==> config.mk <==
export PLATFORM = sky130hd
export DESIGN_NAME = token_sp_ram
export DESIGN_NICKNAME = d
export VERILOG_FILES = /design/src/rtl/tsr_pkg.sv /design/src/rtl/tsr_req_decode.sv /design/src/rtl/tsr_ack_reg.sv /design/src/rtl/tsr_word_store.sv /design/src/rtl/token_sp_ram.sv
export SDC_FILE = /design/constraint.sdc
export NUM_CORES = 2
export LEC_CHECK = 0
export ABC_AREA = 1
export ABC_CLOCK_PERIOD_IN_PS = 3800
export BUFFER_PORTS_ARGS = -buffer_cell sky130_fd_sc_hd__buf_2
export CORE_MARGIN = 10
export CORE_UTILIZATION = 30
export DETAILED_ROUTE_END_ITERATION = 6
export SYNTH_ARGS = -nofsm -noshare
export SYNTH_HDL_FRONTEND = slang
export SYNTH_HIERARCHICAL = 1
export SYNTH_SLANG_ARGS = --single-unit
==> constraint.sdc <==
create_clock -name clk -period 3.8 [get_ports clk]
set_input_delay 0.57 -clock clk [delete_from_list [all_inputs] [get_ports clk]]
set_output_delay 0.57 -clock clk [all_outputs]
set_load 0.02 [all_outputs]
==> src/rtl/tsr_pkg.sv <==
package tsr_pkg;
  typedef enum logic [1:0] {
    TSR_IDLE  = 2'd0,
    TSR_WRITE = 2'd1,
    TSR_READ  = 2'd2
  } tsr_op_e;
endpackage

==> src/rtl/tsr_req_decode.sv <==
module tsr_req_decode
  import tsr_pkg::*;
#(
  parameter int TOK_W = 32
) (
  input  logic             rst,
  input  logic [TOK_W-1:0] req_tok,
  input  logic [TOK_W-1:0] ack_tok,
  input  logic             wr_flag,
  output tsr_op_e          op
);
  // Outstanding request whenever the token pair disagrees (full width).
  always_comb begin
    if (rst || (req_tok == ack_tok)) op = TSR_IDLE;
    else if (wr_flag)                op = TSR_WRITE;
    else                             op = TSR_READ;
  end
endmodule

==> src/rtl/tsr_ack_reg.sv <==
module tsr_ack_reg
  import tsr_pkg::*;
#(
  parameter int TOK_W = 32
) (
  input  logic             clk,
  input  logic             rst,
  input  tsr_op_e          op,
  input  logic [TOK_W-1:0] req_tok,
  output logic [TOK_W-1:0] ack_q
);
  always_ff @(posedge clk) begin
    if (rst)                ack_q <= '0;
    else if (op != TSR_IDLE) ack_q <= req_tok;
  end
endmodule

==> src/rtl/tsr_word_store.sv <==
module tsr_word_store #(
  parameter int DATA_W = 32,
  parameter int DEPTH  = 64,
  parameter int ADDR_W = 6
) (
  input  logic              clk,
  input  logic              rst,
  input  logic              we,
  input  logic              re,
  input  logic [ADDR_W-1:0] addr,
  input  logic [DATA_W-1:0] wdata,
  output logic [DATA_W-1:0] rdata_q
);
  logic [DATA_W-1:0] mem [DEPTH];

  // Power-up contents are zero; reset does not touch the array.
  initial begin
    for (int i = 0; i < DEPTH; i++) mem[i] = '0;
  end

  always_ff @(posedge clk) begin
    if (we) mem[addr] <= wdata;
  end

  // Output register with enable and synchronous reset.
  always_ff @(posedge clk) begin
    if (rst)     rdata_q <= '0;
    else if (re) rdata_q <= mem[addr];
  end
endmodule

==> src/rtl/token_sp_ram.sv <==
module token_sp_ram
  import tsr_pkg::*;
#(
  parameter int  DATA_W = 32,
  parameter int  DEPTH  = 64,
  parameter int  TOK_W  = 32,
  localparam int ADDR_W = (DEPTH > 1) ? $clog2(DEPTH) : 1
) (
  input  logic              clk,
  input  logic              rst,
  input  logic [TOK_W-1:0]  req_tok_i,
  input  logic              wr_i,
  input  logic [ADDR_W-1:0] addr_i,
  input  logic [DATA_W-1:0] wdata_i,
  output logic [TOK_W-1:0]  ack_tok_o,
  output logic [DATA_W-1:0] rdata_o
);
  tsr_op_e op;

  tsr_req_decode #(.TOK_W(TOK_W)) u_decode (
    .rst     (rst),
    .req_tok (req_tok_i),
    .ack_tok (ack_tok_o),
    .wr_flag (wr_i),
    .op      (op)
  );

  tsr_ack_reg #(.TOK_W(TOK_W)) u_ack (
    .clk     (clk),
    .rst     (rst),
    .op      (op),
    .req_tok (req_tok_i),
    .ack_q   (ack_tok_o)
  );

  tsr_word_store #(
    .DATA_W (DATA_W),
    .DEPTH  (DEPTH),
    .ADDR_W (ADDR_W)
  ) u_store (
    .clk     (clk),
    .rst     (rst),
    .we      (op == TSR_WRITE),
    .re      (op == TSR_READ),
    .addr    (addr_i),
    .wdata   (wdata_i),
    .rdata_q (rdata_o)
  );
endmodule

# Word-level counts from Yosys, hierarchy flattened
# Memory sizes are Yosys's and may differ from the RTL's. A register that Yosys moved wholly into a read port is not among the register bits.
# Index checks and enable logic that the tools add are counted.
[op_classes]
mul = 0
eq_ne = 3
n_mux = 4
n_addsub = 0
n_bitwise = 0
div_mod_pow = 0
reduce_logical = 2
shifts = 0
n_lt_le_gt_ge = 0
[op_table]
columns = ["op", "count"]
rows = [
  ["$eq 32x32->1", 1],
  ["$mux 2", 2],
  ["$eq 2x1->1 const B", 1],
  ["$eq 2x2->1 const B", 1],
  ["$mux 1", 2],
  ["$reduce_bool 2->1", 1],
  ["$logic_or 1x1->1", 1],
]
[word_totals]
out_inout_bits = 64
inputBits = 73
wordCells = 11
mem_bits_rw = 2048
romBits = 0
register_bits = 32
latchBits = 0
mem_count = 1
[memory_table]
columns = ["name", "words", "word_bits", "read_ports", "rd_ports_with_merged_regs", "wr", "line", "source"]
rows = [
  ["u_store.mem", 64, 32, 1, 1, 1, "tsr_word_store.sv:14", "logic [DATA_W-1:0] mem [DEPTH];"],
]

# Depth between registers and ports, before layout
[logic_depth]
word_depth = 6
depth_mapped = 19
mapped_depth_nobuf = 17

# Modules after synthesis
# Netlist, hierarchy kept.
[modules_own_cells]
columns = ["module", "area_per_inst_um2", "cells_per_inst", "seq_area_each_um2", "instances"]
rows = [
  ["tsr_word_store", 86964.7, 8583, 62139.6, 1],
  ["tsr_ack_reg", 1333.8, 203, 640.6, 1],
  ["tsr_req_decode", 505.5, 104, 0.0, 1],
  ["token_sp_ram", 15.0, 4, 0.0, 1],
]

# Worst setup path after synthesis
# No wires, ideal clock.
[synth_path]
kind = "input-to-reg"
start = "input req_tok_i[31]"
end = "memory u_store.mem[24][0] (enable)"
required_time_ns = 3.379
cell_stages = 13
n_path_buf = 1
setup_time_ns = 0.421
t_arrival_ns = 3.122
setup_slack_ns = 0.257
path_cell_list = "xnor2_1 nand2_1 nor2_1 nand2_1 nor2_1 nand2_1 nand2_1 nor2_1 inv_1 nor2_1 clkbuf_2 nand3_1 nor2_1"
[synth_via]
elab_chain_cells = 6
[synth_lines]
columns = ["item", "line", "source"]
rows = [
  ["start, declared", "token_sp_ram.sv:11", "input logic [TOK_W-1:0] req_tok_i,"],
  ["$eq 32x32->1", "tsr_req_decode.sv:14", "if (rst || (req_tok == ack_tok)) op = TSR_IDLE;"],
  ["$logic_or 1x1->1", "tsr_req_decode.sv:14", ""],
  ["$mux 2", "tsr_req_decode.sv:14", ""],
  ["named net op[0]", "token_sp_ram.sv:18", "tsr_op_e op;"],
  ["$eq 2x1->1", "token_sp_ram.sv:43", ".we (op == TSR_WRITE),"],
  ["$mux 1", "tsr_word_store.sv:22", "if (we) mem[addr] <= wdata;"],
  ["$mux 1 (not written as such)", "tsr_word_store.sv:22", ""],
  ["end, declared", "tsr_word_store.sv:14", ""],
]
# The timed path passes the listed nets, and every way through them passes these cells.

# Final worst setup path
[layout_path]
start = "register u_ack.ack_q[4]"
end = "memory u_store.mem[27][3] (enable)"
[layout_via]
elab_chain_cells = 6
[layout_lines]
columns = ["item", "line", "source"]
rows = [
  ["start, declared", "tsr_ack_reg.sv:10", "output logic [TOK_W-1:0] ack_q"],
  ["start signal, assigned", "tsr_ack_reg.sv:14", "else if (op != TSR_IDLE) ack_q <= req_tok;"],
  ["$eq 32x32->1", "tsr_req_decode.sv:14", ""],
  ["$logic_or 1x1->1", "tsr_req_decode.sv:14", ""],
  ["$mux 2", "tsr_req_decode.sv:14", ""],
  ["named net op[1]", "token_sp_ram.sv:18", ""],
  ["$eq 2x1->1", "token_sp_ram.sv:43", ""],
  ["$mux 1", "tsr_word_store.sv:22", ""],
  ["$mux 1 (not written as such)", "tsr_word_store.sv:22", ""],
]
# The timed path passes the listed nets, and every way through them passes these cells.

==> insert_results.sql <==
INSERT INTO impl_metrics (metric_group, metric, value, unit) VALUES
('power', 'power.ir.vdd_worst', '0.415', 'mV'),
('die', 'initial_core_util', '30.2', '%'),
('global_route', 'grt_max_degree', '166', ''),
('power', 'leakage', '42.7', 'nW'),
('hold_path', 'timing.hold.worst.start', 'wdata_i[8]', ''),
('synth', 'synth.ff_latch_count', '2112', ''),
('clock_tree', 'cts_tree', 'built', ''),
('routing', 'post_route_ant_nets', '0', ''),
('power', 'power_density', '480', 'mW/mm²'),
('routing', 'vias_per_cell', '4.66', ''),
('routing', 'maxUsedRoutingLayer', 'met5', ''),
('global_route', 'grt-ovfl-total', '0', ''),
('layout', 'post-route-cell-area', '0.103', 'mm²'),
('die', 'die_w', '564', 'µm'),
('timing', 'max_clock_freq', '327', 'MHz'),
('die', 'die_ht', '564', 'µm'),
('synth', 'synth_edf_count', '2048', ''),
('status', 'outcome', 'complete, no violations', ''),
('layout', 'mostFrequentLayoutCell', 'sky130_fd_sc_hd__nand2_1', ''),
('place', 'placement.io_buffers', '136', ''),
('synth', 'synth_warnings', '6', ''),
('timing', 'grt_setup_unrepaired', 'no', ''),
('worst_setup_path', 'critical_path_peak_fanout', '27', ''),
('die', 'io_pins', '137', ''),
('worst_setup_path', 'worst_ep_required_time', '4.32', 'ns'),
('layout', 'area.growth.synth_to_final', '16.4', '%'),
('die', 'core-area', '0.294', 'mm²'),
('worst_setup_path', 'worstSetupPathType', 'flip-flop to flip-flop', ''),
('place', 'gp_routability_congestion', '0.883', ''),
('routing', 'route.final.wire_length', '271000', 'µm'),
('routing', 'wl_met3', '23200', 'µm'),
('synth', 'syn-mean-instance-area', '9.99', 'µm²'),
('die', 'row_count', '199', ''),
('timing', 'post-route-min-period', '3.06', 'ns'),
('flow_run', 'max_cap_check_violation_count', '0', ''),
('global_route', 'via_count_of_the_first_global_routing_pass', '57100', ''),
('routing', 'drc', '0', ''),
('timing', 'max_slew.worst_pin.slew', '1.15', 'ns'),
('routing', 'num_vias', '61700', ''),
('clock_tree', 'clockRootBuffer', 'sky130_fd_sc_hd__clkbuf_16', ''),
('clock_tree', 'clk_pin_slew', '0.06', 'ns'),
('clock_tree', 'number_of_buffers_created_by_cts', '214', ''),
('layout', 'final_layout_size_suffix_gt1_share', '8.42', '%'),
('timing', 'setup_violations', '0', ''),
('worst_setup_path', 'end_kind', 'flip-flop', ''),
('hold_path', 'worstHoldPathType', 'primary input to flip-flop', ''),
('die', 'die_area', '0.318', 'mm²'),
('global_route', 'grt_pass1_wl', '393000', 'µm'),
('layout', 'fin_nets', '9203', ''),
('clock_tree', 'post-cts-setup-buffers', '0', ''),
('clock_tree', 'clkLatencyLatePin', '0.91', 'ns'),
('timing', 'finClkSkew', '0.0821', 'ns'),
('clock_tree', 'ctsLongestPathBuffers', '4', ''),
('timing', 'maxSlewViolCount', '0', ''),
('routing', 'met2_wirelength', '123000', 'µm'),
('routing', 'm1WireLength', '117000', 'µm'),
('routing', 'wirelength_per_cell', '20.5', 'µm'),
('synth', 'mappedNetlistArea', '0.0888', 'mm²'),
('timing', 'finalHoldViolCount', '0', ''),
('synth', 'async_reset_ff_share', '0', '%'),
('synth', 'synthCells', '8894', ''),
('place', 'detailedPlacementHpwl', '164000', 'µm'),
('worst_setup_path', 'start_kind', 'flip-flop', ''),
('routing', 'detail_route.iter0.violations', '6992', ''),
('synth', 'synth_flop_cell', 'sky130_fd_sc_hd__edfxtp_1', ''),
('timing', 'finalHoldWorstSlack', '0.173', 'ns'),
('timing', 'fin_crit_sh', '80.5', '%'),
('clock_tree', 'h-tree-depth', '4', ''),
('timing', 'totalNegativeSetupSlack', '0', 'ns'),
('routing', 'pre_antenna_drt_iters', '6', ''),
('layout', 'fill_cell_instance_count_of_the_final_layout', '29200', ''),
('place', 'post_dp_cell_area', '0.0965', 'mm²'),
('global_route', 'initial_antenna_violation_count', '28', ''),
('synth', 'seq_area_frac_synth', '70.7', '%'),
('worst_setup_path', 'startpoint', 'u_ack/ack_q[4]$_SDFFE_PP0P_', ''),
('synth', 'netlist-cell-type-count', '25', ''),
('layout', 'layout_common_cells', '5811 x sky130_fd_sc_hd__nand2_1, 2048 x sky130_fd_sc_hd__edfxtp_1, 219 x sky130_fd_sc_hd__nor2_1', ''),
('timing', 'timing.slew.headroom', '23.1', '%'),
('clock_tree', 'cts_sinks', '2112', ''),
('worst_setup_path', 'worst_reg2reg_startpoint', 'u_ack/ack_q[4]$_SDFFE_PP0P_', ''),
('global_route', 'groute.usage.overall', '16.4', '%'),
('worst_setup_path', 'timing.critical_path.arrival', '3.58', 'ns'),
('synth', 'synth.net_count', '8967', '');
==> flip-flops by register name, indices dropped and copies added, names as in the netlist <==
name / count
u_store/mem: 2048
u_ack/ack_q: 32
u_store/rdata_q: 32
==> cells by family after synthesis <==
family          Yosys count  synth area share [%]
simple gates           6155                  26.1
xor+xnor                 23                 0.227
flops                  2112                  70.7
buf+inv                 578                  2.81
compound gates           26                 0.172
==> cell type report <==
class	count	area [µm²]	area share, %
Inverter	140	548	0.530
Timing Repair Buffer	458	4500	4.35
Antenna cell	9	22.5	0.0218
Tap cell	3919	4900	4.74
Multi-Input combinational cell	6204	24100	23.3
Clock inverter	99	886	0.857
Sequential cell	2112	62800	60.7
Clock buffer	285	5690	5.50
==> through the flow <==
| step | total power [mW] | cells | utilization, % | setup WS [ns] |
|---|---|---|---|---|
| 2_1_floorplan | 28.0 | 8894 | - | 0.257 |
| 3_3_place_gp | 29.7 | 12800 | 32.8 | 0.453 |
| 3_5_place_dp | 29.7 | 12800 | 32.8 | 0.487 |
| 4_1_cts | 49.9 | 13200 | 35.1 | 0.772 |
| 5_1_grt | 51.2 | 13200 | 35.1 | 0.406 |
| 6_report | 49.6 | 13200 | 35.1 | 0.740 |
==> metal layers <==
metal  GRT usage (%)  vias up
met2            25.8     2456
met3            2.92      400
met5               0        -
met1            23.2    29800
li1                -    29000
met4            4.73        6
==> report_power, final <==
part | leakage [nW] | internal, mW | switching, mW
clock | 3.21 | 11.5 | 8.85
sequential | 18.9 | 25.6 | 0.0846
combinational | 20.5 | 0.877 | 2.68
total | 42.7 | 38.0 | 11.6
==> synthesized netlist by cell type, types with 2 or more instances <==
master	count	share of area [%]
sky130_fd_sc_hd__o211ai_1	8	0.068
sky130_fd_sc_hd__dfxtp_1	64	1.4
sky130_fd_sc_hd__buf_1	52	0.22
sky130_fd_sc_hd__edfxtp_1	2048	69
sky130_fd_sc_hd__nand2_1	5811	25
sky130_fd_sc_hd__buf_6	9	0.11
sky130_fd_sc_hd__inv_2	3	0.013
sky130_fd_sc_hd__clkbuf_1	188	0.79
sky130_fd_sc_hd__xnor2_1	23	0.23
sky130_fd_sc_hd__or2_2	2	0.014
sky130_fd_sc_hd__a21oi_1	8	0.045
sky130_fd_sc_hd__nor2_1	288	1.2
sky130_fd_sc_hd__buf_4	10	0.085
sky130_fd_sc_hd__buf_2	178	1.0
sky130_fd_sc_hd__nand3_1	47	0.26
sky130_fd_sc_hd__nor3_1	4	0.023
sky130_fd_sc_hd__o21ai_0	4	0.023
sky130_fd_sc_hd__inv_1	135	0.57
sky130_fd_sc_hd__o21ai_1	5	0.028
sky130_fd_sc_hd__clkinv_1	2	0.0085
==> worst paths after layout <==
| path | end | slack [ns] | cells past startpoint |
|---|---|---|---|
| setup reg to reg | u_store/mem[27][3]$_DFFE_PP_ | 0.74 | 14 |
| hold / removal | u_store/mem[35][8]$_DFFE_PP_ | 0.17 | 1 |
| setup / recovery | u_store/mem[27][3]$_DFFE_PP_ | 0.74 | 14 |
| hold reg to reg | u_ack/ack_q[11]$_SDFFE_PP0P_ | 0.54 | 4 |
==> worst max-delay path, cell delays in order, from the launching register on <==
cell and delay (ns):
sky130_fd_sc_hd__dfxtp_1 0.38, sky130_fd_sc_hd__xnor2_1 0.13, sky130_fd_sc_hd__nand2_1 0.07, sky130_fd_sc_hd__nor2_1 0.14, sky130_fd_sc_hd__nand2_1 0.08, sky130_fd_sc_hd__nor2_1 0.14
sky130_fd_sc_hd__nand2_1 0.10, sky130_fd_sc_hd__nand2_1 0.32, sky130_fd_sc_hd__nor2_1 0.17, sky130_fd_sc_hd__nor2_1 0.13, sky130_fd_sc_hd__buf_4 0.17, sky130_fd_sc_hd__nand3_1 0.12
sky130_fd_sc_hd__buf_4 0.25, sky130_fd_sc_hd__nor2_4 0.24, sky130_fd_sc_hd__buf_12 0.23
==> what timing repair did <==
action | 4_1_cts | 5_1_grt
gates resized for setup | 0 | 0
hold buffers | 32 | 0
hold endpoints to repair | 32 | 0
Note: power is estimated with default switching activity, not from simulation.
